[config.mk]
export PLATFORM = sky130hd
export DESIGN_NAME = keyed_bin_sorter
export DESIGN_NICKNAME = d
export VERILOG_FILES = /design/src/rtl/ks_pkg.sv /design/src/rtl/ks_head_table.sv /design/src/rtl/ks_record_store.sv /design/src/rtl/keyed_bin_sorter.sv
export SDC_FILE = /design/constraint.sdc
export NUM_CORES = 1
export LEC_CHECK = 0
export ABC_CLOCK_PERIOD_IN_PS = 4800
export BUFFER_PORTS_ARGS = -buffer_cell sky130_fd_sc_hd__clkbuf_2
export CAP_MARGIN = 20
export CORE_MARGIN = 1
export CORE_UTILIZATION = 50
export DETAILED_ROUTE_END_ITERATION = 7
export GPL_TIMING_DRIVEN = 0
export HOLD_SLACK_MARGIN = 0.03
export PLACE_DENSITY = 0.71
export RECOVER_POWER = 25
export SLEW_MARGIN = 20
export SYNTH_ARGS = -nofsm -noshare
export SYNTH_HDL_FRONTEND = slang
export SYNTH_SLANG_ARGS = --single-unit
[constraint.sdc]
create_clock -name clk -period 4.8 [get_ports clk]
set_clock_uncertainty 0.15 [all_clocks]
set_input_delay 0.96 -clock clk [delete_from_list [all_inputs] [get_ports clk]]
set_output_delay 0.96 -clock clk [all_outputs]
set_load 0.01 [all_outputs]
[src/rtl/ks_pkg.sv]
package ks_pkg;
    // Response engine state of the sorter.
    typedef enum logic [1:0] {
        MODE_IDLE = 2'd0,   // ready for a new query
        MODE_WALK = 2'd1,   // emitting records of one bin
        MODE_MISS = 2'd2    // emitting the single empty beat
    } walk_mode_e;
endpackage

[src/rtl/ks_head_table.sv]
// Key-indexed table of list heads. Each entry is tagged with the event
// number current when it was written; a background scrubber kills
// entries whose tag is no longer current so a wrapping counter cannot
// revive them.
module ks_head_table #(
    parameter int KEY_W   = 4,
    parameter int PTR_W   = 5,
    parameter int EPOCH_W = 3
) (
    input  logic               clk,
    input  logic               rst_n,
    input  logic [EPOCH_W-1:0] epoch,
    input  logic               wr_en,
    input  logic [KEY_W-1:0]   wr_key,
    input  logic [PTR_W-1:0]   wr_ptr,
    input  logic [KEY_W-1:0]   key_a,
    output logic               hit_a,
    output logic [PTR_W-1:0]   ptr_a,
    input  logic [KEY_W-1:0]   key_b,
    output logic               hit_b,
    output logic [PTR_W-1:0]   ptr_b
);
    localparam int NKEY = 1 << KEY_W;

    typedef struct packed {
        logic               live;
        logic [EPOCH_W-1:0] tag;
        logic [PTR_W-1:0]   ptr;
    } head_t;

    head_t            tbl_q [NKEY];
    logic [KEY_W-1:0] scrub_q, scrub_d;
    logic             scrub_kill;

    always_comb begin
        scrub_d    = scrub_q + 1'b1;
        scrub_kill = tbl_q[scrub_q].live && (tbl_q[scrub_q].tag != epoch)
                     && !(wr_en && (wr_key == scrub_q));
        hit_a = tbl_q[key_a].live && (tbl_q[key_a].tag == epoch);
        ptr_a = tbl_q[key_a].ptr;
        hit_b = tbl_q[key_b].live && (tbl_q[key_b].tag == epoch);
        ptr_b = tbl_q[key_b].ptr;
    end

    always_ff @(posedge clk or negedge rst_n) begin
        if (!rst_n) begin
            scrub_q <= '0;
            for (int i = 0; i < NKEY; i++) begin
                tbl_q[i] <= '0;
            end
        end else begin
            scrub_q <= scrub_d;
            if (scrub_kill) begin
                tbl_q[scrub_q].live <= 1'b0;
            end
            if (wr_en) begin
                tbl_q[wr_key] <= '{live: 1'b1, tag: epoch, ptr: wr_ptr};
            end
        end
    end
endmodule

[src/rtl/ks_record_store.sv]
// Record store: data word plus link to the previous record of the same key.
module ks_record_store #(
    parameter int DATA_W = 16,
    parameter int DEPTH  = 32,
    parameter int PTR_W  = 5
) (
    input  logic              clk,
    input  logic              wr_en,
    input  logic [PTR_W-1:0]  wr_addr,
    input  logic [DATA_W-1:0] wr_data,
    input  logic              wr_link,
    input  logic [PTR_W-1:0]  wr_next,
    input  logic [PTR_W-1:0]  rd_addr,
    output logic [DATA_W-1:0] rd_data,
    output logic              rd_link,
    output logic [PTR_W-1:0]  rd_next
);
    typedef struct packed {
        logic [DATA_W-1:0] data;
        logic              link;
        logic [PTR_W-1:0]  next;
    } rec_t;

    rec_t mem_q [DEPTH];

    always_ff @(posedge clk) begin
        if (wr_en) begin
            mem_q[wr_addr] <= '{data: wr_data, link: wr_link, next: wr_next};
        end
    end

    always_comb begin
        rd_data = mem_q[rd_addr].data;
        rd_link = mem_q[rd_addr].link;
        rd_next = mem_q[rd_addr].next;
    end
endmodule

[src/rtl/keyed_bin_sorter.sv]
module keyed_bin_sorter #(
    parameter int KEY_W     = 4,
    parameter int DATA_W    = 16,
    parameter int REC_DEPTH = 32,
    parameter int EPOCH_W   = 3
) (
    input  logic              clk,
    input  logic              rst_n,
    input  logic              flush,
    input  logic              ins_valid,
    input  logic [KEY_W-1:0]  ins_key,
    input  logic [DATA_W-1:0] ins_data,
    input  logic              qry_valid,
    input  logic [KEY_W-1:0]  qry_key,
    output logic              qry_ready,
    output logic              out_valid,
    output logic [DATA_W-1:0] out_data,
    output logic              out_last,
    output logic              out_empty,
    output logic              overflow
);
    import ks_pkg::*;

    localparam int PTR_W = (REC_DEPTH > 1) ? $clog2(REC_DEPTH) : 1;
    localparam int CNT_W = PTR_W + 1;

    typedef struct packed {
        walk_mode_e         mode;
        logic [PTR_W-1:0]   cursor;
        logic               pass2;
        logic               ovf;
        logic [CNT_W-1:0]   fill;
        logic [EPOCH_W-1:0] epoch;
    } state_t;

    state_t st_q, st_d;

    logic              hit_a, hit_b;
    logic [PTR_W-1:0]  ptr_a, ptr_b;
    logic [DATA_W-1:0] rec_data;
    logic              rec_link;
    logic [PTR_W-1:0]  rec_next;
    logic              q_take, p_take, full, store;

    ks_head_table #(
        .KEY_W(KEY_W), .PTR_W(PTR_W), .EPOCH_W(EPOCH_W)
    ) u_heads (
        .clk    (clk),
        .rst_n  (rst_n),
        .epoch  (st_q.epoch),
        .wr_en  (store),
        .wr_key (ins_key),
        .wr_ptr (st_q.fill[PTR_W-1:0]),
        .key_a  (ins_key),
        .hit_a  (hit_a),
        .ptr_a  (ptr_a),
        .key_b  (qry_key),
        .hit_b  (hit_b),
        .ptr_b  (ptr_b)
    );

    ks_record_store #(
        .DATA_W(DATA_W), .DEPTH(REC_DEPTH), .PTR_W(PTR_W)
    ) u_recs (
        .clk     (clk),
        .wr_en   (store),
        .wr_addr (st_q.fill[PTR_W-1:0]),
        .wr_data (ins_data),
        .wr_link (hit_a),
        .wr_next (ptr_a),
        .rd_addr (st_q.cursor),
        .rd_data (rec_data),
        .rd_link (rec_link),
        .rd_next (rec_next)
    );

    always_comb begin
        q_take = qry_valid && (st_q.mode == MODE_IDLE) && !flush;
        p_take = ins_valid && !flush && !st_q.pass2 && !q_take;
        full   = (st_q.fill == CNT_W'(REC_DEPTH));
        store  = p_take && !full;

        st_d = st_q;
        unique case (st_q.mode)
            MODE_IDLE: begin
                if (q_take) begin
                    st_d.pass2  = 1'b1;
                    st_d.cursor = ptr_b;
                    st_d.mode   = hit_b ? MODE_WALK : MODE_MISS;
                end
            end
            MODE_WALK: begin
                if (rec_link) begin
                    st_d.cursor = rec_next;
                end else begin
                    st_d.mode = MODE_IDLE;
                end
            end
            MODE_MISS: st_d.mode = MODE_IDLE;
            default:   st_d.mode = MODE_IDLE;
        endcase

        if (store) begin
            st_d.fill = st_q.fill + 1'b1;
        end
        if (p_take && full) begin
            st_d.ovf = 1'b1;
        end

        if (flush) begin
            st_d.mode  = MODE_IDLE;
            st_d.pass2 = 1'b0;
            st_d.ovf   = 1'b0;
            st_d.fill  = '0;
            st_d.epoch = st_q.epoch + 1'b1;
        end
    end

    always_ff @(posedge clk or negedge rst_n) begin
        if (!rst_n) begin
            st_q <= '{mode: MODE_IDLE, cursor: '0, pass2: 1'b0, ovf: 1'b0,
                      fill: '0, epoch: '0};
        end else begin
            st_q <= st_d;
        end
    end

    always_comb begin
        qry_ready = (st_q.mode == MODE_IDLE);
        out_valid = (st_q.mode != MODE_IDLE);
        out_empty = (st_q.mode == MODE_MISS);
        out_last  = (st_q.mode == MODE_MISS) || ((st_q.mode == MODE_WALK) && !rec_link);
        out_data  = (st_q.mode == MODE_WALK) ? rec_data : '0;
        overflow  = st_q.ovf;
    end
endmodule

==> results.txt, run 1 <==
----------------------------------------------------
[Status]
  Result of the run ... finished, violations left
  Failing checks ... capacitance limit, slew limit

[GRT]
  Maximum number of pins on one net before global-route repair ... 89
  Global-route wire length before repair ... 137,000 um
  Number of antenna violations at the first check in global routing ... 0
  Vias in the first global route ... 19,900
  Total congestion overflow ... 0
  Global-route total usage across every layer ... 0.261

[Min path]
  Hold crit path type ... reg -> reg

[Logic synthesis]
  Number of distinct library cells after synthesis ... 54
  Post-synthesis cell count ... 1,794
  Sequential cell area fraction in the yosys report ... 0.693
  Warnings from Yosys ... 0
  Netlist Area Pre-Place ... 36,500 sq um
  Post-synthesis sequential element count ... 870
  Total nets after synthesis ... 1,832
  Mean Syn Cell Area ... 20.3 sq um

[Route]
  Routed vias ... 19,700
  Length of the first detailed-routing pass in iterations ... 6
  Average via count per standard cell ... 6.53
  Antenna violation net count after detailed routing ... 0
  DRC violation count after routing ... 0
  Average wire length per cell after detail routing ... 31.5 um
  Iter 0 DRT Violations ... 2,543
  Wirelength, routed ... 94,900 um

[Place]
  Worst setup timing slack at the placement stage ... -140 ps
  IO Port Bufs ... 43
  Area after detailed placement ... 39,000 sq um
  Placed wire-length estimate ... 60,600 um
  Last weighted congestion value of the routability-driven placer ... 0.886
  Placed cells ... 2,823

[STA]
  Max-slew violation total from the final report ... 112
  Minimum clock period ... 4710 ps
  Post-Route Setup TNS ... 0 ps
  Worst hold-check slack ... 353 ps
  Final setup violating endpoints ... 0
  Slew of the pin with the lowest slew margin ... 3710 ps
  Tightest slew margin relative to the limit ... -1.48
  Tcrit/Tclk final ... 0.982
  Unrepaired setup endpoints after global routing ... true
  Worst Slack Setup Final ... 87.5 ps
  F_max ... 212 MHz
  Final Hold Violating Endpoints ... 0

[Pwr]
  Leakage power ... 14.5 nW
  Worst vdd ir ... 0.000290 V
  Power density of the placed cells ... 440 nW/um^2
  Total power after layout ... 18.6 mW

[Floorplan]
  Horizontal extent of the die ... 272 um
  Effective utilization at floorplan ... 0.508
  Top Ports ... 50
  Die extent in y ... 272 um
  Area of the core ... 71,900 sq um
  Die area ... 74,000 sq um
  Std-Cell Rows ... 98

[Finish]
  Layout cell share with drive strength beyond 1 ... 0.366
  Post-route insts no fill ... 3,014
  Layout Nets ... 2,029
  Fin util ... 0.589
  Area growth syn-to-layout ... 16.0%
  Filler cell count in the final layout ... 5,096
  Ant. Diodes ... 0
  Post-layout instance area ... 42,300 sq um

[Run]
  # Max-Cap Violations ... 2

[Clocking]
  Clk Latency, worst-skew pair ... 660 ps
  TritonCTS clock tree ... yes
  CTS hold repair buffers ... 0
  Root Driver ... clkbuf_16
  H-tree depth ... 3
  Maximum count of clock buffers along a single path ... 3
  Clock transition at the register clock pins on the worst setup and hold paths after CTS ... 60 ps
  Number of clock sinks ... 870
  CTS buffer count ... 89

[Worst setup path]
  Type of the worst setup path ... reg -> out
  Data arrival time of the critical path ... 3600 ps
  R2R depth ... 11
  Crit start category ... register
  Reg-to-reg critical path startpoint ... st_q[3]
  Critical Path Fanout Max ... 10
  Terminus of the critical flop-to-flop path ... u_recs.mem_q[12][13]
  Critical Path Sink Type ... primary output
  Critical Path End ... out_data[13]
  Required time of the critical path ... 3690 ps
  First element of the critical path ... st_q[11]
  Reg-to-reg slack, setup ... 100 ps

----------------------------------------------------
[worst min-delay path by stage]
stage / from / end / slack, ps / depth (start not counted)
finish: u_heads.tbl_q[82] / u_heads.tbl_q[82] / 350 / 2
global route: u_heads.tbl_q[82] / u_heads.tbl_q[82] / 380 / 2
CTS: rst_n / u_heads.scrub_q[1] / 200 / 1
detailed placement: u_heads.tbl_q[82] / u_heads.tbl_q[82] / 340 / 2
global placement: st_q[10] / st_q[10] / 320 / 2
floorplan: st_q[10] / st_q[10] / 310 / 2
[cells in the mapped netlist, drive strengths merged]
cell type / n / area [sq um]
or3: 3 / 18.8
nor4: 1 / 6.26
nand3b: 4 / 30.0
inv: 21 / 78.8
a22oi: 1 / 7.51
a21oi: 12 / 67.6
edfxtp: 704 / 21100
nand4: 4 / 25.0
nand2: 75 / 289
mux2: 96 / 1080
nor2b: 4 / 25.0
nor2: 80 / 308
o32ai: 8 / 70.1
o21ai: 48 / 240
nand3: 6 / 30.0
o22ai: 1 / 6.26
mux2i: 37 / 374
a2bb2oi: 6 / 52.6
buf: 63 / 338
xnor2: 9 / 78.8
clkbuf: 54 / 203
xor2: 9 / 78.8
nor3: 4 / 25.0
o311a: 1 / 10.0
a2111oi: 3 / 32.5
nor3b: 3 / 27.5
a31oi: 9 / 56.3
o21a: 5 / 37.5
or3b: 2 / 17.5
o21bai: 1 / 7.51
a21boi: 1 / 7.51
dfrtp: 166 / 4150
and2: 5 / 31.3
mux4: 321 / 7250
a211oi: 2 / 15.0
o221ai: 2 / 52.6
nand2b: 8 / 50.1
or2: 6 / 37.5
ha: 9 / 113
[worst max-delay path: stages, from the launching register on]
cell and delay (ps):
dfrtp_1 360, buf_2 300, buf_4 340, buf_6 290
mux4_2 560, mux4_2 530, mux2i_1 360, nor2_1 80
clkbuf_2 140
[layout make-up]
cell class | count | area (sq um) | share of cell area
Sequential cell | 870 | 25300 | 0.598
Clock buffer | 103 | 2320 | 0.0548
Buffer | 117 | 676 | 0.0160
Timing Repair Buffer | 106 | 1400 | 0.0330
Multi-Input combinational cell | 786 | 10800 | 0.256
Clock inverter | 61 | 548 | 0.0129
Inverter | 21 | 78.8 | 0.00186
Tap cell | 950 | 1190 | 0.0281
[layout by cell type, fill, tap and decap left out, types with 8 or more instances in the layout]
master,instances
buf_12,24
clkbuf_4,8
clkbuf_16,90
mux4_2,316
mux2_2,95
ha_1,9
a31oi_1,9
xnor2_1,9
buf_2,26
nand2_1,73
dfrtp_1,166
o21ai_0,41
buf_6,12
xor2_1,9
mux2i_1,33
edfxtp_1,704
clkinv_1,26
clkinv_2,19
nand2b_1,8
o32ai_1,8
buf_16,21
nor2_1,44
inv_1,21
nor2_4,32
clkbuf_1,67
buf_4,34
clkbuf_2,32
a21oi_1,10
[report_power, final]
part	switching [mW]	internal, mW	total, mW
logic	1.77	1.51	3.28
clock network	2.93	3.86	6.79
registers	0.204	8.36	8.56
total	4.91	13.7	18.6
[cells by family (layout without fill, tap and decap cells)]
kind of cell,after synthesis,count (layout),synth area share
buffers and inverters,138,408,0.0170
DFF,870,870,0.693
and+or+nand+nor,205,205,0.0252
adders and majority gates,9,9,0.00309
muxes,454,454,0.239
xor gates and xnor gates,18,18,0.00432
AOI/OAI and AO/OA,100,100,0.0182
[registers in the layout, summed over array words and instances (netlist names)]
register,count
u_heads.tbl_q,144
u_recs.mem_q,704
u_heads.scrub_q,4
overflow,1
st_q,17
[what timing repair did]
item / CTS / global route
gates cloned: 0 / 0
pin swaps: 0 / 12
buffers inserted: 0 / 27
gates resized for setup: 45 / 20
endpoints found under the setup margin: 16 / 295
[metal layers]
| metal | global-route usage | vias to the layer above | part of all wire |
|---|---|---|---|
| met1 | 0.353 | 10600 | 0.38 |
| met4 | 0.0852 | 0 | 0.031 |
| met3 | 0.0540 | 189 | 0.090 |
| met2 | 0.426 | 1127 | 0.50 |
| met5 | 0 | - | 0 |
| li1 | - | 7788 | - |
No activity file was read; power rests on OpenSTA's default activity.
==> run 2: changes to the inputs <==
Settings changed: ABC_CLOCK_PERIOD_IN_PS 4800 to 3900, PLACE_DENSITY 0.71 to 0.73.
Clock period 4.8 ns to 3.9 ns, I/O delays scaled along.
==> run 2 against run 1 <==
Against the previous run: the flow finishes with violations (capacitance limit, slew limit, setup timing); routed wire length is 8.6% higher; sequential cell count stayed put; sequential power is 24% higher; worst hold slack better by 12 ps; critical path depth stayed put; first-iteration DRC count is 5.6% higher; non-clock buffer count is 32 higher; largest power group unchanged.
==> results.txt, run 2 (synthesis gave the netlist of run 1 again) <==
----------------------------------------------------
[Worst setup path]
  Crit start category ... register (unchanged)
  CP peak stage delay ... 570 ps (was 560 ps)
  Type of the worst setup path ... reg -> out (unchanged)
  Cell chain of the critical path ... buf_12, buf_16, buf_16, mux4_2, mux4_2, mux2i_4, nor2_1, clkbuf_2 (was buf_2, buf_4, buf_6, mux4_2, mux4_2, mux2i_1, nor2_1, clkbuf_2)
  Slowest cell on the critical path ... mux4_2 (unchanged)
  Required time of the critical path ... 2970 ps (was 3690 ps)
  Critical Path Fanout Max ... 7 (was 10)
  Buf/Inv on CP ... 4 (unchanged)
  Critical Path Sink Type ... primary output (unchanged)
  Data arrival time of the critical path ... 3250 ps (was 3600 ps)
  Cell type group with the largest total delay on the critical path ... multiplexers (unchanged)

[Finish]
  Layout cell share with drive strength beyond 1 ... 0.387 (was 0.366)
  Max reg flops ... 704 (unchanged)
  Post-route insts no fill ... 3,036 (was 3,014)
  Commonest non-fill, non-tap cells in the layout ... edfxtp_1, mux4_2, dfrtp_1, mux2_2, clkbuf_16 (unchanged)
  Area growth syn-to-layout ... 18.4% (was 16.0%)
  Registers with the most flip-flops ... u_recs.mem_q: 704 flops, u_heads.tbl_q: 144 flops, st_q: 17 flops (unchanged)
  Layout Nets ... 2,060 (was 2,029)
  Fin util ... 0.601 (was 0.589)
  Leading cell type in the layout, fill and taps excluded ... edfxtp_1 (unchanged)
  Top reg by flops ... u_recs.mem_q (unchanged)

[STA]
  Worst hold-check slack ... 365 ps (was 353 ps)
  Tcrit/Tclk final ... 1.07
  Worst Slack Setup Final ... -280 ps (was 87.5 ps)
  Unrepaired setup endpoints after global routing ... true (unchanged)
  Slew of the pin with the lowest slew margin ... 2210 ps (was 3710 ps)
  Tightest slew margin relative to the limit ... -0.470 (was -1.48)
  Minimum clock period ... 4180 ps
  F_max ... 239 MHz
  Final setup violating endpoints ... 16 (was 0)
  Max-slew violation total from the final report ... 84 (was 112)
  Final Hold Violating Endpoints ... 0 (unchanged)

[GRT]
  Vias in the first global route ... 20,500 (was 19,900)
  Maximum number of pins on one net before global-route repair ... 85 (was 89)
  Number of antenna violations at the first check in global routing ... 1 (was 0)
  Global-route wire length before repair ... 147,000 um (was 137,000 um)
  Total congestion overflow ... 0 (unchanged)
  Global-route total usage across every layer ... 0.281 (was 0.261)

[Floorplan]
  Effective utilization at floorplan ... 0.508 (unchanged)
  Std-Cell Rows ... 98 (unchanged)
  Area of the core ... 71,900 sq um (unchanged)
  Top Ports ... 50 (unchanged)
  Die extent in y ... 272 um (unchanged)
  Horizontal extent of the die ... 272 um (unchanged)
  Die area ... 74,000 sq um (unchanged)

[Route]
  Average via count per standard cell ... 6.68 (was 6.53)
  Antenna violation net count after detailed routing ... 0 (unchanged)
  DRC violation count after routing ... 0 (unchanged)
  Wirelength, routed ... 103,000 um (was 94,900 um)
  Iter 0 DRT Violations ... 2,685 (was 2,543)
  Length of the first detailed-routing pass in iterations ... 6 (unchanged)
  Average wire length per cell after detail routing ... 34.0 um (was 31.5 um)
  Routed vias ... 20,300 (was 19,700)

[Clocking]
  Maximum count of clock buffers along a single path ... 3 (unchanged)
  Clock transition at the register clock pins on the worst setup and hold paths after CTS ... 70 ps (was 60 ps)
  Root Driver ... clkbuf_16 (unchanged)
  CTS buffer count ... 88 (was 89)
  Number of clock sinks ... 870 (unchanged)
  H-tree depth ... 3 (unchanged)
  TritonCTS clock tree ... yes (unchanged)
  Clk Latency, worst-skew pair ... 660 ps (about the same)

[Pwr]
  Worst vdd ir ... 0.000415 V (was 0.000290 V)
  Leakage power ... 14.9 nW (was 14.5 nW)
  Total power after layout ... 23.8 mW (was 18.6 mW)
  Power density of the placed cells ... 550 nW/um^2 (was 440 nW/um^2)

[Min path]
  Hold crit path type ... reg -> reg (unchanged)

[Place]
  Placed wire-length estimate ... 60,800 um (was 60,600 um)
  Worst setup timing slack at the placement stage ... -834 ps (was -140 ps)
  Placed cells ... 2,822 (was 2,823)
  Last weighted congestion value of the routability-driven placer ... 0.877 (was 0.886)
  IO Port Bufs ... 43 (unchanged)

[Status]
  Result of the run ... finished, violations left (unchanged)
  Failing checks ... capacitance limit, slew limit, setup timing (was capacitance limit, slew limit)

[Run]
  # Max-Cap Violations ... 1 (was 2)

----------------------------------------------------
==> run 2: cell count changes in the layout (fill, tap and decap cells not counted), moves of 6 or more <==
cell and delta:
buf_4 +20, clkbuf_4 -6, clkbuf_8 +7, mux2i_4 +6
clkinv_1 -16, buf_12 +23, clkinv_2 -8
==> run 2: area by class of cell <==
cell class	instances	area [sq um]
Antenna cell	2	5.00
Buffer	114	1120
Clock buffer	113	2360
Clock inverter	39	513
Fill cell	4936	28700
Inverter	21	78.8
Multi-Input combinational cell	786	11000
Sequential cell	870	25300
Tap cell	950	1190
Timing Repair Buffer	141	1660
==> run 2: path summary, 6_finish.rpt <==
check,startpoint,endpoint,slack (ps),depth (start not counted)
min in group asynchronous,rst_n,u_heads.tbl_q[8],630,1
setup reg to reg,st_q[3],u_recs.mem_q[27][15],60,10
max in group asynchronous,rst_n,st_q[12],1520,1
hold / removal,u_heads.tbl_q[99],u_heads.tbl_q[99],360,2
setup / recovery,st_q[11],out_data[10],-280,8
hold reg to reg,u_heads.tbl_q[99],u_heads.tbl_q[99],360,2
==> run 2: timing repair <==
item,in CTS,in global routing
endpoints found under the setup margin,812,433
hold buffers,0,0
pin swaps,27,9
setup buffers,49,9
gates cloned,6,0
gates resized for setup,196,25
==> run 2: per-stage QoR <==
stage	instance area, sq um	TNS [ps]
5_1_grt	43200	-3930
3_3_place_gp	37900	-1569800
3_5_place_dp	38900	-501800
2_1_floorplan	36500	0
6_report	43200	-3140
4_1_cts	43100	-1260
==> run 2: routing by layer <==
metal | share of wire | wire length, um | up-vias | global-route usage
met1 | 0.36 | 37100 | 10700 | 0.371
met4 | 0.048 | 4980 | 0 | 0.121
li1 | - | - | 7847 | -
met2 | 0.50 | 51500 | 1424 | 0.467
met3 | 0.092 | 9520 | 281 | 0.0469
met5 | 0 | 0 | - | 0
==> run 2: worst reg2reg max path, stage by stage (launching register included) <==
cell       delay, ps
dfrtp_2          500
inv_1            100
clkbuf_1         300
ha_1             360
and2_1           210
a2111oi_4        500
buf_4            250
clkbuf_4         310
nand2_4          250
nor2_4           350
buf_12           230
==> run 2: power by group <==
part / internal [mW] / switching [mW]
sequential: 10.3 / 0.268
clock: 4.77 / 3.64
combinational: 2.36 / 2.43
total: 17.4 / 6.33
